`src/rtl/rpwm_pkg.sv`:
```
package rpwm_pkg;
    localparam int FRAME_LEN = 8;
    localparam int POS_W     = $clog2(FRAME_LEN);
    localparam int LVL_W     = 4;
    localparam int LVL_MAX   = FRAME_LEN;

    typedef enum logic [POS_W-1:0] {
        PH_0, PH_1, PH_2, PH_3, PH_4, PH_5, PH_6, PH_7
    } phase_t;

    typedef logic [LVL_W-1:0] level_t;

    function automatic level_t clamp_level(input level_t raw, input logic restrict_mode);
        level_t lv;
        lv = (raw > level_t'(LVL_MAX)) ? level_t'(LVL_MAX) : raw;
        if (restrict_mode) begin
            if (lv == '0)
                lv = level_t'(1);
            else if (lv == level_t'(LVL_MAX))
                lv = level_t'(LVL_MAX - 1);
        end
        return lv;
    endfunction
endpackage

```
`src/rtl/rpwm_frame_fsm.sv`:
```
module rpwm_frame_fsm
    import rpwm_pkg::*;
(
    input  logic             clk,
    input  logic             rst_n,
    output logic [POS_W-1:0] pos,
    output logic             last
);
    phase_t phase, phase_nx;

    always_ff @(posedge clk or negedge rst_n) begin
        if (!rst_n)
            phase <= PH_0;
        else
            phase <= phase_nx;
    end

    always_comb begin
        unique case (phase)
            PH_0: phase_nx = PH_1;
            PH_1: phase_nx = PH_2;
            PH_2: phase_nx = PH_3;
            PH_3: phase_nx = PH_4;
            PH_4: phase_nx = PH_5;
            PH_5: phase_nx = PH_6;
            PH_6: phase_nx = PH_7;
            PH_7: phase_nx = PH_0;
            default: phase_nx = PH_0;
        endcase
    end

    always_comb begin
        last = (phase == PH_7);
        pos  = phase;
    end

    AST_STROBE_SINGLE: assert property (@(posedge clk) disable iff (!rst_n)
        last |=> !last);
endmodule

```
`src/rtl/rpwm_lfsr.sv`:
```
module rpwm_lfsr #(
    parameter int            W     = 16,
    parameter logic [W-1:0]  SEED  = 16'hACE1,
    parameter logic [W-1:0]  TAPS  = 16'hB400,
    parameter int            OUT_W = 3
) (
    input  logic             clk,
    input  logic             rst_n,
    input  logic             advance,
    output logic [OUT_W-1:0] low_next
);
    logic [W-1:0] state, state_nx;
    logic         fb;

    always_comb begin
        fb       = ^(state & TAPS);
        state_nx = {state[W-2:0], fb};
        low_next = state_nx[OUT_W-1:0];
    end

    always_ff @(posedge clk or negedge rst_n) begin
        if (!rst_n)
            state <= SEED;
        else if (advance)
            state <= state_nx;
    end

    AST_LFSR_NONZERO: assert property (@(posedge clk) disable iff (!rst_n)
        state != '0);
    AST_LFSR_STEP: assert property (@(posedge clk) disable iff (!rst_n)
        !advance |=> $stable(state));
endmodule

```
`src/rtl/rpwm_pattern.sv`:
```
module rpwm_pattern
    import rpwm_pkg::*;
(
    input  logic [POS_W-1:0] pos,
    input  level_t           level,
    input  logic [POS_W-1:0] offset,
    output logic             bit_val
);
    logic [POS_W-1:0] rel;

    always_comb begin
        rel     = pos - offset;
        bit_val = (level_t'(rel) < level);
    end
endmodule

```
`src/rtl/rpwm_serializer.sv`:
```
module rpwm_serializer
    import rpwm_pkg::*;
#(
    parameter int               LFSR_W    = 16,
    parameter logic [LFSR_W-1:0] LFSR_SEED = 16'hACE1,
    parameter logic [LFSR_W-1:0] LFSR_TAPS = 16'hB400
) (
    input  logic             clk,
    input  logic             rst_n,
    input  logic             code_valid,
    input  logic [LVL_W-1:0] code,
    input  logic             restrict_en,
    input  logic             rotate_en,
    output logic             bit_out,
    output logic             frame_strobe
);
    logic [POS_W-1:0] pos;
    logic             last;
    logic [POS_W-1:0] rot_next;
    level_t           level_q;
    logic [POS_W-1:0] offset_q;
    logic             rot_q;
    logic             restrict_q;
    level_t           ones_acc;

    rpwm_frame_fsm u_fsm (
        .clk   (clk),
        .rst_n (rst_n),
        .pos   (pos),
        .last  (last)
    );

    rpwm_lfsr #(
        .W     (LFSR_W),
        .SEED  (LFSR_SEED),
        .TAPS  (LFSR_TAPS),
        .OUT_W (POS_W)
    ) u_lfsr (
        .clk      (clk),
        .rst_n    (rst_n),
        .advance  (last),
        .low_next (rot_next)
    );

    always_ff @(posedge clk or negedge rst_n) begin
        if (!rst_n) begin
            level_q    <= '0;
            offset_q   <= '0;
            rot_q      <= 1'b0;
            restrict_q <= 1'b0;
        end else if (last) begin
            if (code_valid) begin
                level_q    <= clamp_level(code, restrict_en);
                restrict_q <= restrict_en;
            end
            rot_q    <= rotate_en;
            offset_q <= rotate_en ? rot_next : '0;
        end
    end

    rpwm_pattern u_pat (
        .pos     (pos),
        .level   (level_q),
        .offset  (offset_q),
        .bit_val (bit_out)
    );

    assign frame_strobe = last;

    // running count of emitted ones, for the frame-level check
    always_ff @(posedge clk or negedge rst_n) begin
        if (!rst_n)
            ones_acc <= '0;
        else if (last)
            ones_acc <= '0;
        else
            ones_acc <= ones_acc + level_t'(bit_out);
    end

    AST_FRAME_ONES: assert property (@(posedge clk) disable iff (!rst_n)
        last |-> ((ones_acc + level_t'(bit_out)) == level_q));
    AST_HOLD_LEVEL: assert property (@(posedge clk) disable iff (!rst_n)
        !last |=> $stable(level_q));
    AST_RESTRICT_RANGE: assert property (@(posedge clk) disable iff (!rst_n)
        restrict_q |-> (level_q >= level_t'(1) && level_q <= level_t'(LVL_MAX - 1)));
    AST_NOROT_RUN: assert property (@(posedge clk) disable iff (!rst_n)
        (!rot_q && pos != '0 && bit_out) |-> $past(bit_out));
    AST_EDGE_FIXED: assert property (@(posedge clk) disable iff (!rst_n)
        (restrict_q && !rot_q && pos == '0) |-> bit_out);
endmodule

```
`config.mk`:
```
export PLATFORM = sky130hd
export DESIGN_NAME = rpwm_serializer
export DESIGN_NICKNAME = d
export VERILOG_FILES = /design/src/rtl/rpwm_pkg.sv /design/src/rtl/rpwm_frame_fsm.sv /design/src/rtl/rpwm_lfsr.sv /design/src/rtl/rpwm_pattern.sv /design/src/rtl/rpwm_serializer.sv
export SDC_FILE = /design/constraint.sdc
export NUM_CORES = 1
export LEC_CHECK = 0
export BUFFER_PORTS_ARGS = -buffer_cell sky130_fd_sc_hd__clkbuf_2
export CORE_MARGIN = 10
export CORE_UTILIZATION = 25
export CTS_BUF_LIST = sky130_fd_sc_hd__clkbuf_4
export CTS_CLUSTER_SIZE = 40
export DETAILED_ROUTE_END_ITERATION = 12
export GPL_TIMING_DRIVEN = 0
export HOLD_SLACK_MARGIN = 0.15
export PLACE_DENSITY = 0.43
export SYNTH_ARGS = -nofsm -noshare
export SYNTH_HDL_FRONTEND = slang
export SYNTH_SLANG_ARGS = --single-unit
```
`constraint.sdc`:
```
create_clock -name clk -period 2.5 [get_ports clk]
set_clock_uncertainty 0.15 [all_clocks]
set_input_delay 0.125 -clock clk [delete_from_list [all_inputs] [get_ports clk]]
set_output_delay 0.125 -clock clk [all_outputs]
set_load 0.02 [all_outputs]
```
==> results.json <==
{
  "status": "finished, violations left",
  "violations": "setup timing",
  "clock-sinks": 26,
  "netlist_top_cells_count": "18 x dfrtp_1, 14 x mux2_4, 8 x dfstp_2, 8 x nand2_1, 8 x o21ai_0",
  "synth_compound_area_frac": 0.06471,
  "drv_slew": 0,
  "fp-row-count": 25,
  "worst_slew_pin_slew_ns": 0.6654,
  "cp.required_ns": 2.23,
  "max_freq_ghz": 0.3919,
  "arrival_ns": 2.28,
  "hpwl_um": 1445,
  "coreArea_um2": 4755,
  "antenna_left": 0,
  "synth_most_common_cell": "dfrtp_1",
  "die_height_um": 90.36,
  "cap_violations": 0,
  "seq_area_frac_synth": 0.5339,
  "num_io_pins": 11,
  "synth.area.top_cells": "dfrtp_1 36%, dfstp_2 17%, mux2_4 17%, ha_1 5.1%, o21ai_0 3.2%",
  "cts_htree_levels": 1,
  "cp_max_fo": 2,
  "routed_wirelength_um": 2134,
  "p_leak_uw": 0.0007776,
  "startpoint_type": "flip-flop",
  "nets": 140,
  "antenna_cells": 0,
  "start_util": 0.2603,
  "avgViaCountPerCell": 3.890,
  "synth_area_leader_cell": "dfrtp_1",
  "synth_edf_count": 0,
  "drcViolationCount": 0,
  "ir_drop_mv": 0.1892,
  "avgRoutedWirePerCell_um": 11.17,
  "grt_overflow_total": 0,
  "synthCells": 94,
  "finalSetupViolCount": 1,
  "critical_path_class": "reg2out",
  "area_growth_syn_to_layout_pct": 28.21,
  "power_density_nw_per_um2": 495.6,
  "firstDrtPassIters": 2,
  "period_minus_slack_ns": 2.551,
  "finalCritPeriodShare": 1.021,
  "ys_async_sr_fraction": 1.000,
  "synth_cell_types": 25,
  "final_util": 0.3337,
  "grt_max_degree": 27,
  "dpl_worst_slack_ns": 0.2301,
  "drive_above_1_share": 0.3468,
  "synthesis.area_um2": 1237,
  "num_vias": 743,
  "synth_top_flop_cell": "dfrtp_1",
  "fp.dieW_um": 90.36,
  "cts_buffers": 3,
  "finalWorstSetupSlack_ns": -0.05145,
  "yosys.area.top_type_share": 0.3640,
  "cts_buffer_depth": 2,
  "grt_usage": 0.05672,
  "syn-num-nets": 109,
  "clock_latency_ns": 0.33,
  "path_clk_slew_ns": 0.15,
  "cts_root_buf": "clkbuf_4",
  "synth_top_family_by_area": "multiplexers",
  "yosysWarnings": 0,
  "antenna_found_initial": 0,
  "finalHoldViolCount": 0,
  "port-buffer-count": 10,
  "synthMuxAreaShare": 0.1951,
  "endpoint_kind": "output port",
  "ys_seq_elements": 26,
  "synthSimpleGateAreaFrac": 0.05561,
  "synth_fa_ha_area_frac": 0.06673,
  "grt_pass1_vias": 837,
  "grt_pass1_wl_um": 3850,
  "max_slew_margin": 0.5564,
  "synth_area_per_cell_um2": 13.16,
  "cts_tree": "built",
  "drtIter0Drc": 32,
  "worstHoldPathType": "in2async",
  "gp_congestion": 0.7394,
  "synth_xor_area_frac": 0.03539,
  "r2r_slack_ns": 0.48,
  "die_area_um2": 8164,
  "rsz0062_at_grt": "yes"
}
## area by class of cell
cell class              count  area, um2
fillers                   485       3168
flip-flops and latches     26      660.6
multi-input cells          57      519.2
repair buffers             26      210.2
well taps                  67      83.83
plain buffers               4      33.78
clock inverters             1      30.03
inverters                   7      26.28
clock buffers               3      22.52
## critical path: stages, from the launching register on
cell      delay (ns)
dfrtp_1         0.41
inv_1           0.06
ha_1            0.13
inv_1           0.05
fa_2            0.52
ha_1            0.21
a21boi_0        0.12
o21a_1          0.17
o21bai_1        0.12
buf_4           0.16
## placed cells by master (no fill, tap or decap), types with 2 or more instances in the layout
cell type / n
ha_1: 5
mux2_4: 14
clkbuf_2: 9
buf_6: 2
inv_1: 7
xnor2_1: 4
dfstp_2: 8
dlygate4sd3_1: 15
o21bai_1: 2
dfrtp_1: 18
buf_4: 3
o21ai_0: 8
nand2_1: 8
nand3_1: 2
mux2i_1: 2
a21oi_1: 2
clkbuf_4: 3
## per-layer routing
metal	vias to the layer above	GRT usage	part of all wire
met5	-	0	0
met3	4	0.02244	0.040
met1	360	0.06181	0.46
met4	0	0.02785	0.012
met2	9	0.09383	0.48
li1	370	-	-
## sequential cells by signal, summed over array words and instances (netlist names)
name,count
u_lfsr.state,16
level_q,4
offset_q,3
u_fsm.pos,3
## kinds of logic after synthesis
| group | Yosys count |
|---|---|
| and+or+nand+nor | 15 |
| muxes | 17 |
| xor gates and xnor gates | 5 |
| buffers and inverters | 11 |
| DFF | 26 |
| AOI/OAI and AO/OA | 14 |
| adders and majority gates | 6 |
## report_power, final
group	total, uW	switching [uW]	internal, uW
sequential	431	3.53	428
combinational	63.0	27.2	35.8
clock	292	130	162
## through the flow
step	instance area (um2)	power (uW)	hold slack (ns)	TNS, ns	std cells
2_1_floorplan	1237	455.1	-0.3206	0	94
3_3_place_gp	1371	476.8	0.02004	0	171
3_5_place_dp	1371	477.9	0.03217	0	171
4_1_cts	1587	798.5	0.1910	-0.1134	191
5_1_grt	1587	828.6	0.2426	-0.1990	191
6_report	1587	786.2	0.1846	-0.05145	191
## final timing paths
kind | start | to | cells after the start
max reg2reg | u_fsm.pos[0] | level_q[1] | 6
min | rst_n | u_fsm.pos[2] | 2
min in group clk | u_lfsr.state[0] | u_lfsr.state[0] | 2
max in group asynchronous | rst_n | u_lfsr.state[8] | 2
min reg2reg | u_lfsr.state[0] | u_lfsr.state[0] | 2
max | u_fsm.pos[0] | bit_out | 9
## repair_timing
item	4_1_cts	5_1_grt
hold endpoints to repair	33	0
gates resized for setup	2	1
hold buffers	15	0
endpoints found under the setup margin	1	1
setup buffers	1	0
Note: power is estimated with default switching activity, not from simulation.
